[src/rtl/loc_arb_pkg.sv]
// Package: shared encodings for the locality ownership arbiter.
// Assumes an 8-bit access register; only the bit positions below carry meaning.
package loc_arb_pkg;
    localparam int ACC_W     = 8;
    localparam int B_REQ     = 0;  // request use / pending request
    localparam int B_SEIZE   = 1;  // seize / pending seize
    localparam int B_ACT     = 2;  // relinquish on write, owner status on read
    localparam int B_PEND    = 3;  // another locality waits (read only)
    localparam int B_VALID   = 7;  // register valid (read only)
endpackage

[src/rtl/loc_arb_wdec.sv]
// Module: decodes one access-register write into per-locality actions.
// Assumes the owner code is all ones for "none"; range check comes first.
module loc_arb_wdec
    import loc_arb_pkg::*;
#(
    parameter int NUM_LOC = 5,
    parameter int LOC_W   = 3
) (
    input  logic             wr_en,
    input  logic [LOC_W-1:0] wr_loc,
    input  logic [ACC_W-1:0] wr_data,
    input  logic [LOC_W-1:0] owner_q,
    output logic             do_req,
    output logic             do_withdraw,
    output logic             do_relinq,
    output logic             do_seize
);
    localparam logic [LOC_W-1:0] NONE = '1;

    logic in_range;
    logic is_owner;
    logic seize_b;

    // Classify the write; a set seize bit masks the other command bits.
    always_comb begin
        in_range    = wr_en && (wr_loc < LOC_W'(NUM_LOC));
        is_owner    = (owner_q == wr_loc);
        seize_b     = wr_data[B_SEIZE];
        do_seize    = in_range && seize_b && ((owner_q == NONE) || (wr_loc > owner_q));
        do_relinq   = in_range && !seize_b && wr_data[B_ACT] && is_owner;
        do_withdraw = in_range && !seize_b && wr_data[B_ACT] && !is_owner;
        do_req      = in_range && !seize_b && wr_data[B_REQ] && !wr_data[B_ACT] && !is_owner;
    end
endmodule

[src/rtl/loc_arb_pick.sv]
// Module: priority scan over pending seize and request flags.
// Reports the highest-numbered set flag of each kind; purely combinational.
module loc_arb_pick #(
    parameter int NUM_LOC = 5,
    parameter int LOC_W   = 3
) (
    input  logic [NUM_LOC-1:0] req_q,
    input  logic [NUM_LOC-1:0] seize_q,
    output logic               seize_hit,
    output logic [LOC_W-1:0]   seize_idx,
    output logic               req_hit,
    output logic [LOC_W-1:0]   req_idx
);
    // Ascending scan: the last set flag seen is the highest priority one.
    always_comb begin
        seize_hit = 1'b0;
        seize_idx = '0;
        req_hit   = 1'b0;
        req_idx   = '0;
        for (int i = 0; i < NUM_LOC; i++) begin
            if (seize_q[i]) begin
                seize_hit = 1'b1;
                seize_idx = LOC_W'(i);
            end
            if (req_q[i]) begin
                req_hit = 1'b1;
                req_idx = LOC_W'(i);
            end
        end
    end
endmodule

[src/rtl/loc_arb_rdback.sv]
// Module: builds the access-register readback for one locality.
// Assumes out-of-range locality numbers read as all zeros.
module loc_arb_rdback
    import loc_arb_pkg::*;
#(
    parameter int NUM_LOC = 5,
    parameter int LOC_W   = 3
) (
    input  logic [LOC_W-1:0]   rd_loc,
    input  logic [NUM_LOC-1:0] req_q,
    input  logic [NUM_LOC-1:0] seize_q,
    input  logic [LOC_W-1:0]   owner_q,
    output logic [ACC_W-1:0]   rd_data
);
    // Assemble status bits for the selected locality.
    always_comb begin
        rd_data = '0;
        for (int i = 0; i < NUM_LOC; i++) begin
            if (rd_loc == LOC_W'(i)) begin
                rd_data[B_VALID] = 1'b1;
                rd_data[B_REQ]   = req_q[i];
                rd_data[B_SEIZE] = seize_q[i];
                rd_data[B_ACT]   = (owner_q == rd_loc);
            end
        end
        for (int j = 0; j < NUM_LOC; j++) begin
            if ((rd_loc < LOC_W'(NUM_LOC)) && (rd_loc != LOC_W'(j)) && req_q[j]) begin
                rd_data[B_PEND] = 1'b1;
            end
        end
    end
endmodule

[src/rtl/loc_arbiter.sv]
// Module: top of the locality ownership arbiter.
// Holds owner, request and seize state; applies one write and at most one
// arbitration per clock. An accepted relinquish or seize write skips that
// clock's arbitration. Assumes NUM_LOC < 2**LOC_W so all ones means none.
module loc_arbiter
    import loc_arb_pkg::*;
#(
    parameter int NUM_LOC = 5,
    parameter int LOC_W   = $clog2(NUM_LOC + 1)
) (
    input  logic             clk,
    input  logic             rst_n,
    input  logic             wr_en,
    input  logic [LOC_W-1:0] wr_loc,
    input  logic [ACC_W-1:0] wr_data,
    input  logic [LOC_W-1:0] rd_loc,
    output logic [ACC_W-1:0] rd_data,
    output logic [LOC_W-1:0] owner,
    output logic             abort
);
    localparam logic [LOC_W-1:0] NONE = '1;

    logic [NUM_LOC-1:0] req_q, req_n;
    logic [NUM_LOC-1:0] seize_q, seize_n;
    logic [LOC_W-1:0]   owner_q, owner_n;
    logic               abort_q;
    logic               do_req, do_withdraw, do_relinq, do_seize;
    logic               seize_hit, req_hit;
    logic [LOC_W-1:0]   seize_idx, req_idx;
    logic               skip_arb;

    loc_arb_wdec #(.NUM_LOC(NUM_LOC), .LOC_W(LOC_W)) wdec_i (
        .wr_en(wr_en), .wr_loc(wr_loc), .wr_data(wr_data), .owner_q(owner_q),
        .do_req(do_req), .do_withdraw(do_withdraw),
        .do_relinq(do_relinq), .do_seize(do_seize)
    );

    loc_arb_pick #(.NUM_LOC(NUM_LOC), .LOC_W(LOC_W)) pick_i (
        .req_q(req_q), .seize_q(seize_q),
        .seize_hit(seize_hit), .seize_idx(seize_idx),
        .req_hit(req_hit), .req_idx(req_idx)
    );

    loc_arb_rdback #(.NUM_LOC(NUM_LOC), .LOC_W(LOC_W)) rdback_i (
        .rd_loc(rd_loc), .req_q(req_q), .seize_q(seize_q),
        .owner_q(owner_q), .rd_data(rd_data)
    );

    // Next state: write effects first, then this clock's arbitration.
    always_comb begin
        req_n    = req_q;
        seize_n  = seize_q;
        owner_n  = owner_q;
        skip_arb = do_relinq || do_seize;
        for (int i = 0; i < NUM_LOC; i++) begin
            if (wr_loc == LOC_W'(i)) begin
                if (do_req)      req_n[i]   = 1'b1;
                if (do_withdraw) req_n[i]   = 1'b0;
                if (do_relinq)   req_n[i]   = 1'b0;
                if (do_seize)    seize_n[i] = 1'b1;
            end
        end
        if (do_relinq) owner_n = NONE;
        if (!skip_arb) begin
            for (int i = 0; i < NUM_LOC; i++) begin
                if (seize_hit && (seize_idx == LOC_W'(i))) begin
                    seize_n[i] = 1'b0;
                    if ((owner_q == NONE) || (seize_idx > owner_q)) begin
                        owner_n  = seize_idx;
                        req_n[i] = 1'b0;
                    end
                end else if (!seize_hit && req_hit && (owner_q == NONE)
                             && (req_idx == LOC_W'(i))) begin
                    owner_n  = req_idx;
                    req_n[i] = 1'b0;
                end
            end
        end
    end

    // State registers with synchronous reset; abort marks a departure.
    always_ff @(posedge clk) begin
        if (!rst_n) begin
            req_q   <= '0;
            seize_q <= '0;
            owner_q <= NONE;
            abort_q <= 1'b0;
        end else begin
            req_q   <= req_n;
            seize_q <= seize_n;
            owner_q <= owner_n;
            abort_q <= (owner_q != NONE) && (owner_n != owner_q);
        end
    end

    assign owner = owner_q;
    assign abort = abort_q;

    // owner is always a supported locality or the none code.
    a_r1_owner_legal: assert property (@(posedge clk) disable iff (!rst_n)
        (owner_q == NONE) || (owner_q < LOC_W'(NUM_LOC)));

    // an owner's relinquish leaves the interface unowned.
    a_r4_relinq_frees: assert property (@(posedge clk) disable iff (!rst_n)
        do_relinq |=> (owner_q == NONE));

    // an accepted seize write changes no request flag.
    a_r8_seize_keeps_req: assert property (@(posedge clk) disable iff (!rst_n)
        do_seize |=> (req_q == $past(req_q)));

    // out-of-range writes produce no action.
    a_r10_bad_loc_idle: assert property (@(posedge clk) disable iff (!rst_n)
        (wr_en && (wr_loc >= LOC_W'(NUM_LOC)))
            |-> !(do_req || do_withdraw || do_relinq || do_seize));

    // abort only follows an owner leaving a valid locality.
    a_r11_abort_cause: assert property (@(posedge clk) disable iff (!rst_n)
        $rose(abort_q) |-> (owner_q != $past(owner_q)));
endmodule

[config.mk]
export PLATFORM = sky130hd
export DESIGN_NAME = loc_arbiter
export DESIGN_NICKNAME = d
export VERILOG_FILES = /design/src/rtl/loc_arb_pkg.sv /design/src/rtl/loc_arb_wdec.sv /design/src/rtl/loc_arb_pick.sv /design/src/rtl/loc_arb_rdback.sv /design/src/rtl/loc_arbiter.sv
export SDC_FILE = /design/constraint.sdc
export NUM_CORES = 1
export LEC_CHECK = 0
export BUFFER_PORTS_ARGS = -buffer_cell sky130_fd_sc_hd__buf_2
export CAP_MARGIN = 20
export CORE_MARGIN = 4
export CORE_UTILIZATION = 45
export CTS_CLUSTER_SIZE = 8
export DETAILED_ROUTE_END_ITERATION = 12
export PLACE_DENSITY = 0.65
export SLEW_MARGIN = 20
export SYNTH_ARGS = -nofsm -noshare
export SYNTH_HDL_FRONTEND = slang
export SYNTH_HIERARCHICAL = 1
export SYNTH_SLANG_ARGS = --single-unit
[constraint.sdc]
create_clock -name clk -period 2.9 [get_ports clk]
set_clock_uncertainty 0.15 [all_clocks]
set_input_delay 0.58 -clock clk [delete_from_list [all_inputs] [get_ports clk]]
set_output_delay 0.58 -clock clk [all_outputs]
set_load 0.01 [all_outputs]
==> flow_summary.yaml, run 1 <==
die:
  coreArea_mm2: 0.00313
  row_count: 20
  dieArea_mm2: 0.00432
  ios: 29
  initial_core_util_pct: 47.9
  fp.dieW_um: 65.7
  fp.dieH_um: 65.7
timing:
  max-slew-margin-rel_pct: 65.8
  rsz0062_at_grt: "false"
  fmax_mhz: 390
  fin_crit_ns: 2.57
  hold_slack_ns: 0.390
  layout_worst_path_cycle_share_pct: 88.5
  setup_viol: 0
  drv_slew: 0
  tns_ns: 0
  hold_viol: 0
  worst_pin_slew_ns: 0.509
logic_synthesis:
  synthTopCellsByCount: "nor2_1, o21ai_0, dfxtp_1, nand2_1, inv_1"
  yosysSeqAreaShare_pct: 18.7
  synth_cell_types: 54
  yosys_warnings: 6
  synth-edff-count: 0
  synth-seq-cells: 14
  syn_avg_cell_area_um2: 7.53
  synth.most_common_cell: "nor2_1"
  synthFlopType: "dfxtp_1"
  synthesis.area_mm2: 0.00150
  yosys.area.top_type_share_pct: 18.7
  synth_largest_area_cell: "dfxtp_1"
  ys_top_cells_by_area: "dfxtp_1, o21ai_0, ha_1"
  async_flop_share_pct: 0
  netlist_instances: 199
run:
  maxCapViolCount: 0
cts:
  cts_tree: "done"
  clk_pin_slew_worst_paths_ns: 0.10
  htree_num_levels: 1
  clock_latency_ns: 0.29
  holdBufCountCts: 0
  cts_resized: 0
  cts.sinks: 14
  clockBufferDepth: 2
  numCtsBuffers: 3
  cts_root_buf: "clkbuf_4"
  postCtsSetupRepairBufs: 0
worst_setup_path:
  path_cells: "nand2b_1 -> a21oi_2 -> inv_1 -> ha_1 -> nand3_1 -> o21a_1 -> a211oi_1 -> nor4b_2 -> nand3b_1"
  path_class: "reg -> reg"
  path_buf_inv: 1
  cpLargestDelayFamily: "compound AO/OA/AOI/OAI gates"
  crit_slowest_cell: "dfxtp_1"
  rrSetupSlack_ns: 0.33
  r2r_start: "seize_q[2]$_SDFF_PN0_"
  cp_data_arrival_time_ns: 2.59
  worstReg2RegEnd: "abort$_SDFF_PN0_"
  critPathMaxStageDelay_ns: 0.35
  crit_fanout: 8
  cp_data_required_time_ns: 2.92
  endpoint_kind: "register"
  crit_path_start_kind: "register"
  rr_worst_depth: 9
placed_design:
  placed_cells: 259
  gp_congestion: 0.884
  dpl.hpwl_um: 3100
  io_buffers: 20
layout:
  syn_to_final_growth_pct: 10.9
  stdcell_count: 263
  layout-drive-gt1-share_pct: 19.6
  finalNetCount: 243
  nFillCells: 311
  antenna_cells: 0
status:
  outcome: "complete, no violations"
route:
  viasPerCell: 6.19
  drt_drc_violations_left: 0
  wl_per_cell_um: 15.6
  drtIter0Drc: 133
  drt-total-wl_um: 4110
  drtAntennaViolNets: 0
  dr.pass1.iters: 4
  vias: 1627
hold_path:
  worst_hold_startpoint: "seize_q[0]$_SDFF_PN0_"
  hold_depth: 2
  hold_path.class: "reg -> reg"
  min_to: "seize_q[0]$_SDFF_PN0_"
pwr:
  pwr-share-comb_pct: 36.6
  swShare_pct: 36.2
  ir_worst_vdd_mv: 0.287
  p_per_area_mw_per_mm2: 335
  power.switching_uw: 201
  clkPwrFrac_pct: 26.4
  p_seq_share_pct: 37.0
  p_int_uw: 355
  power.static_leakage_uw: 0.000718
grt:
  grt_pass1_wl_um: 6990
  overflow: 0
  grtUsageTotal_pct: 20.2
  grt_max_degree: 17
  antenna_found_initial: 0
  grt_pass1_vias: 1555
==> cell type report <==
type,count,area [um^2],share of cell area (%)
inverter,11,41.3,2.49
timing repair buffer,27,153,9.19
multi-input combinational,163,1090,65.9
clock buffer,4,36.3,2.19
tap,44,55.1,3.32
sequential,14,280,16.9
==> routing by layer <==
metal | part of all wire (%) | up-vias | wire [um] | track usage (%)
met5 | 0 | - | 0 | 0
met4 | 1.6 | 0 | 65 | 6.22
met3 | 7.2 | 8 | 294 | 2.91
met2 | 47 | 66 | 1940 | 34.2
met1 | 44 | 771 | 1810 | 26.3
li1 | - | 782 | - | -
==> tightest hold or removal path: stages (launching register included) <==
cell and delay (ns):
dfxtp_1 0.36, a21oi_1 0.05, nor2_1 0.09
==> state kept, by name, indices dropped and copies added, names as in the netlist <==
signal / count
abort: 1
owner: 3
req_q: 5
seize_q: 5
==> power groups by stage <==
stage | combinational (uW) | sequential (uW) | clock [uW]
after detailed placement | 200 | 210 | 0
after floorplan | 132 | 220 | 0
after global placement | 195 | 209 | 0
after global routing | 225 | 206 | 159
after CTS | 201 | 205 | 151
final | 203 | 205 | 147
==> cells by family after synthesis <==
group | after synthesis | share of synthesized area (%)
muxes | 4 | 2.67
DFF | 14 | 18.7
AOI/OAI and AO/OA | 69 | 33.5
and+or+nand+nor | 79 | 30.0
buffers and inverters | 24 | 8.69
adders and majority gates | 6 | 5.01
xor gates and xnor gates | 2 | 1.17
other | 1 | 0.250
==> worst max path at each step <==
stage                                     start                to  slack, ns  cells after the start
final                     seize_q[2]$_SDFF_PN0_  abort$_SDFF_PN0_       0.33                      9
after floorplan                       wr_loc[0]  abort$_SDFF_PN0_       0.35                     11
after detailed placement              wr_loc[0]  abort$_SDFF_PN0_       0.09                     12
after global placement                wr_loc[0]  abort$_SDFF_PN0_       0.11                     12
after global routing      seize_q[2]$_SDFF_PN0_  abort$_SDFF_PN0_       0.09                      9
after CTS                 seize_q[2]$_SDFF_PN0_  abort$_SDFF_PN0_       0.35                      9
==> cell usage in the layout (no fill, tap or decap), types with 2 or more instances in the layout <==
cell,n
dfxtp_1,14
clkbuf_4,3
a31oi_1,2
a221o_1,2
a221oi_1,2
nor2b_1,3
buf_2,20
a21oi_1,10
o211ai_1,3
buf_4,7
xor2_1,2
a21oi_2,2
o21ai_0,18
nand3_1,8
o32ai_1,2
nor4b_2,2
a21o_1,2
and3_2,2
nor3_1,5
and3_1,2
mux2i_1,4
nor2_1,20
nand2b_1,5
a32o_1,2
and3b_1,3
o31ai_1,2
ha_1,6
nand3b_1,4
a311oi_1,2
nor3b_1,2
inv_1,11
o21a_1,4
nand2_1,14
a211oi_1,7
conb_1,3
==> metrics by stage <==
step	area [um^2]	total power (uW)	setup slack (ns)	util, %
floorplan	1510	351	0.348	-
global placement	1620	404	0.115	51.9
detailed placement	1620	410	0.0936	51.9
CTS	1660	557	0.349	53.1
global route	1660	590	0.0852	53.1
finish	1660	556	0.334	53.1
No activity file was read; power rests on OpenSTA's default activity.
==> run 2, diff against run 1 <==
--- a/config.mk
+++ b/config.mk
@@ -5,6 +5,7 @@
 export SDC_FILE = /design/constraint.sdc
 export NUM_CORES = 1
 export LEC_CHECK = 0
+export ABC_AREA = 1
 export BUFFER_PORTS_ARGS = -buffer_cell sky130_fd_sc_hd__buf_2
 export CAP_MARGIN = 20
 export CORE_MARGIN = 4
==> flow_summary.yaml, run 2 <==
status:
  outcome: "complete, no violations"
timing:
  drv_slew: 0
  rsz0062_at_grt: "false"
  fin_crit_ns: 2.44
  tns_ns: 0
  setup_ws_ns: 0.460
  hold_slack_ns: 0.386
  hold_viol: 0
  fmax_mhz: 410
  layout_worst_path_cycle_share_pct: 84.1
  setup_viol: 0
layout:
  nFillCells: 357
  syn_to_final_growth_pct: 13.0
  layout-drive-gt1-share_pct: 13.8
  finalNetCount: 322
  mostFrequentLayoutCell: "nand2_1"
  antenna_cells: 0
  stdcell_count: 341
  layout_common_cells: "nand2_1, inv_1, nor2_1"
worst_setup_path:
  rrSetupSlack_ns: 0.46
  crit_path_start_kind: "register"
  r2r_start: "seize_q[3]$_SDFF_PN0_"
  cp_data_arrival_time_ns: 2.47
  rr_worst_depth: 17
  crit_fanout: 5
  path_class: "reg -> reg"
  endpoint_kind: "register"
  worstReg2RegEnd: "abort$_SDFF_PN0_"
  startpoint: "seize_q[3]$_SDFF_PN0_"
  cp_data_required_time_ns: 2.93
logic_synthesis:
  synthTopCellsByCount: "nand2_1, inv_1, nor2_1"
  synth_largest_area_cell: "nand2_1"
  synth.most_common_cell: "nand2_1"
  synth-edff-count: 0
  netlist_instances: 272
  yosys.area.top_type_share_pct: 18.4
  synthFlopType: "dfxtp_1"
  synthesis.area_mm2: 0.00153
  yosys_warnings: 6
  yosysSeqAreaShare_pct: 18.3
  synth_cell_types: 30
  ys_top_cells_by_area: "nand2_1, dfxtp_1, inv_1"
  syn_avg_cell_area_um2: 5.63
  async_flop_share_pct: 0
  synth-seq-cells: 14
grt:
  grtUsageTotal_pct: 19.0
  grt_pass1_wl_um: 6530
  grt_pass1_vias: 1475
  antenna_found_initial: 0
  overflow: 0
  grt_max_degree: 13
placed_design:
  io_buffers: 20
  preCtsSetupSlack_ns: 0.196
  dpl.hpwl_um: 3200
  placed_cells: 338
  gp_congestion: 0.896
cts:
  clk_pin_slew_worst_paths_ns: 0.08
  clock_latency_ns: 0.28
  clockBufferDepth: 2
  postCtsSetupRepairBufs: 0
  cts.sinks: 14
  holdBufCountCts: 0
  numCtsBuffers: 3
  htree_num_levels: 1
  cts_tree: "done"
  cts_resized: 0
  cts_root_buf: "clkbuf_4"
pwr:
  p_per_area_mw_per_mm2: 435
  total_power_uw: 753
  ir_worst_vdd_mv: 0.405
  power.static_leakage_uw: 0.000952
route:
  dr.pass1.iters: 4
  wl_per_cell_um: 11.2
  vias: 1701
  drtAntennaViolNets: 0
  drt-total-wl_um: 3830
  drt_drc_violations_left: 0
  viasPerCell: 4.99
  drtIter0Drc: 51
hold_path:
  min_to: "seize_q[0]$_SDFF_PN0_"
  worst_hold_startpoint: "seize_q[0]$_SDFF_PN0_"
  hold_path.class: "reg -> reg"
  hold_depth: 2
die:
  initial_core_util_pct: 48.6
  fp.dieW_um: 66.3
  fp.dieH_um: 66.3
  ios: 29
  row_count: 20
  dieArea_mm2: 0.00440
  coreArea_mm2: 0.00315
run:
  maxCapViolCount: 0
[run 2: logic make-up after synthesis]
group | Yosys count | share of synthesized area, %
xor gates and xnor gates | 2 | 1.14
DFF | 14 | 18.3
AOI/OAI and AO/OA | 40 | 15.0
buffers and inverters | 54 | 14.8
other | 1 | 0.245
and+or+nand+nor | 155 | 45.7
adders and majority gates | 6 | 4.90
[run 2: power breakdown]
| part | total (uW) | switching, uW | internal [uW] |
|---|---|---|---|
| registers | 220 | 10.7 | 209 |
| logic | 428 | 268 | 160 |
| clock network | 105 | 57.0 | 48.1 |
[run 2: cell type report]
type,instances,area (um^2),share of cell area (%)
inverter,44,165,9.54
clock buffer,3,22.5,1.30
timing repair buffer,30,175,10.1
tap,44,55.1,3.18
multi-input combinational,206,1030,59.7
sequential,14,280,16.2
[run 2: critical path, cell delays in order, from the launching register on]
cell	delay (ns)
dfxtp_1	0.39
inv_1	0.05
a21oi_1	0.21
inv_1	0.14
ha_1	0.29
nand3_1	0.07
nand2_1	0.11
nand2_1	0.13
nand2_1	0.16
nand3_1	0.09
nand2_1	0.10
nand2_1	0.06
nand2_1	0.09
nor2_1	0.04
nor2_1	0.09
nand4_1	0.08
nand2_1	0.06
inv_1	0.03
[run 2: worst max-delay path by stage]
stage	cells after the start	to	slack [ns]
2_1_floorplan	17	abort$_SDFF_PN0_	0.45
3_3_place_gp	18	abort$_SDFF_PN0_	0.21
3_5_place_dp	18	abort$_SDFF_PN0_	0.20
4_1_cts	18	abort$_SDFF_PN0_	0.46
5_1_grt	17	abort$_SDFF_PN0_	0.18
6_report	17	abort$_SDFF_PN0_	0.46
[run 2: stage by stage]
step	utilization, %	instance area, um^2
6_report	54.9	1730
2_1_floorplan	-	1540
5_1_grt	54.9	1730
4_1_cts	54.9	1730
3_3_place_gp	54.2	1710
3_5_place_dp	54.2	1710
[run 2: metal layers]
layer	up-vias	global-route usage (%)	part of all wire, %
met5	-	0	0
met4	0	5.33	0.44
met3	2	1.53	2.6
met2	26	31.4	46
met1	747	26.1	51
li1	926	-	-
==> run 3, diff against run 2 <==
--- a/config.mk
+++ b/config.mk
@@ -5,14 +5,14 @@
 export SDC_FILE = /design/constraint.sdc
 export NUM_CORES = 1
 export LEC_CHECK = 0
-export ABC_AREA = 1
+export ABC_AREA = 0
 export BUFFER_PORTS_ARGS = -buffer_cell sky130_fd_sc_hd__buf_2
 export CAP_MARGIN = 20
 export CORE_MARGIN = 4
 export CORE_UTILIZATION = 45
 export CTS_CLUSTER_SIZE = 8
 export DETAILED_ROUTE_END_ITERATION = 12
-export PLACE_DENSITY = 0.65
+export PLACE_DENSITY = 0.68
 export SLEW_MARGIN = 20
 export SYNTH_ARGS = -nofsm -noshare
 export SYNTH_HDL_FRONTEND = slang
==> constraint.sdc (replaced) <==
create_clock -name clk -period 2.1 [get_ports clk]
set_clock_uncertainty 0.15 [all_clocks]
set_input_delay 0.42 -clock clk [delete_from_list [all_inputs] [get_ports clk]]
set_output_delay 0.42 -clock clk [all_outputs]
set_load 0.01 [all_outputs]
==> flow_summary.yaml, run 3 (synthesis results as in run 1) <==
timing:
  max-slew-margin-rel_pct: 63.6
  layout_worst_path_cycle_share_pct: 112
  fin_crit_ns: 2.36
  fmax_mhz: 424
  rsz0062_at_grt: "true"
  worst_pin_slew_ns: 0.542
  setup_ws_ns: -0.260
  setup_viol: 13
  hold_viol: 0
  drv_slew: 0
placed_design:
  dpl.hpwl_um: 3640
  placed_cells: 286
  gp_congestion: 0.968
  io_buffers: 20
worst_setup_path:
  crit_cells: 6
  startpoint: "owner[1]$_SDFF_PN1_"
  crit_slowest_cell: "or4_1"
  r2r_start: "owner[1]$_SDFF_PN1_"
  cp_data_arrival_time_ns: 1.79
  rr_worst_depth: 12
  cpLargestDelayFamily: "simple AND/OR/NAND/NOR gates"
  endpoint_kind: "output port"
  cp-endpoint: "rd_data[2]"
  crit_fanout: 4
  path_class: "reg -> out"
  path_buf_inv: 3
  path_cells: "buf_4 -> buf_6 -> xor2_1 -> or4_1 -> o31ai_2 -> buf_2"
  critPathMaxStageDelay_ns: 0.49
  cp_data_required_time_ns: 1.53
  rrSetupSlack_ns: -0.18
  crit_path_start_kind: "register"
  worstReg2RegEnd: "abort$_SDFF_PN0_"
die:
  row_count: 20
  fp.dieH_um: 65.7
  fp.dieW_um: 65.7
  ios: 29
  coreArea_mm2: 0.00313
  dieArea_mm2: 0.00432
  initial_core_util_pct: 47.9
cts:
  htree_num_levels: 1
  cts_root_buf: "clkbuf_4"
  clk_pin_slew_worst_paths_ns: 0.11
  cts.sinks: 14
  clockBufferDepth: 2
  clock_latency_ns: 0.31
  holdBufCountCts: 0
  cts_tree: "done"
  numCtsBuffers: 3
route:
  drtIter0Drc: 115
  vias: 1763
  dr.pass1.iters: 5
  drt_drc_violations_left: 0
  wl_per_cell_um: 16.4
  drt-total-wl_um: 4870
  drtAntennaViolNets: 0
  viasPerCell: 5.94
layout:
  layout-drive-gt1-share_pct: 47.8
  mostFrequentLayoutCell: "buf_4"
  antenna_cells: 0
  fin_util_pct: 68.9
  stdcell_count: 297
  layout_common_cells: "buf_4, buf_2, nor2_1"
  finalNetCount: 277
  syn_to_final_growth_pct: 43.9
pwr:
  p_per_area_mw_per_mm2: 425
  total_power_uw: 916
  power.static_leakage_uw: 0.000935
  ir_worst_vdd_mv: 0.537
grt:
  overflow: 0
  grt_max_degree: 17
  grt_pass1_vias: 1824
  grtUsageMet2_pct: 44.4
  met3_usage_pct: 3.25
  grt_pass1_wl_um: 8320
  grtUsageTotal_pct: 24.8
  gr-usage-met1_pct: 28.7
  grt_busiest_layer: "met2"
  antenna_found_initial: 0
hold_path:
  worst_hold_startpoint: "rst_n"
  hold_path.class: "in -> reg"
run:
  maxCapViolCount: 0
status:
  violations: "setup timing"
  outcome: "finished with violations"
==> run 3: stage by stage <==
step	TNS, ns	setup slack, ns	hold slack [ns]	instance area (um^2)
2_1_floorplan	-0.0517	-0.0517	0.324	1620
3_3_place_gp	-0.823	-0.187	0.366	1920
3_5_place_dp	-1.24	-0.238	0.367	1920
4_1_cts	-0.438	-0.158	0.348	2070
5_1_grt	-2.93	-0.345	0.361	2150
6_report	-1.49	-0.260	0.347	2150
==> run 3: how the worst min path moves through the flow <==
stage	slack, ns	cells after the start	endpoint
global placement	0.37	2	seize_q[0]$_SDFF_PN0_
floorplan	0.32	2	seize_q[0]$_SDFF_PN0_
CTS	0.35	3	req_q[3]$_SDFF_PN0_
detailed placement	0.37	2	seize_q[0]$_SDFF_PN0_
finish	0.35	3	seize_q[0]$_SDFF_PN0_
global route	0.36	3	seize_q[0]$_SDFF_PN0_
==> run 3: timing repair <==
item,4_1_cts,5_1_grt
resized for setup,21,22
endpoints found under the setup margin,10,16
cloned,0,0
pin swaps,9,15
setup buffers,5,4
==> run 3: worst register-to-register path, delay by kind of cell (launching register included) <==
kind / cells / cell delay (ns)
AO/OA/AOI/OAI: 5 / 0.82
flip-flops: 1 / 0.38
AND/OR/NAND/NOR: 2 / 0.23
buffers and inverters: 4 / 0.34
adder cells (fa/ha/maj): 1 / 0.25
==> run 3: power breakdown <==
part | total, uW | switching (uW) | internal (uW) | leakage [uW]
Clock | 214 | 108 | 106 | 0.0000210
Sequential | 287 | 10.5 | 277 | 0.000114
Combinational | 414 | 226 | 188 | 0.000799
Total | 916 | 345 | 571 | 0.000935
==> run 3: cell type report <==
class                      count  area [um^2]
clock buffer                   4         36.3
fill                         269          973
inverter                      11         46.3
multi-input combinational    163         1300
sequential                    14          294
tap                           44         55.1
timing repair buffer          61          423
==> run 3: routing by layer <==
layer  routed length (um)  share of wire (%)
met5                    0                  0
met4                  140                2.9
met3                  383                7.9
met2                 2460                 50
met1                 1890                 39
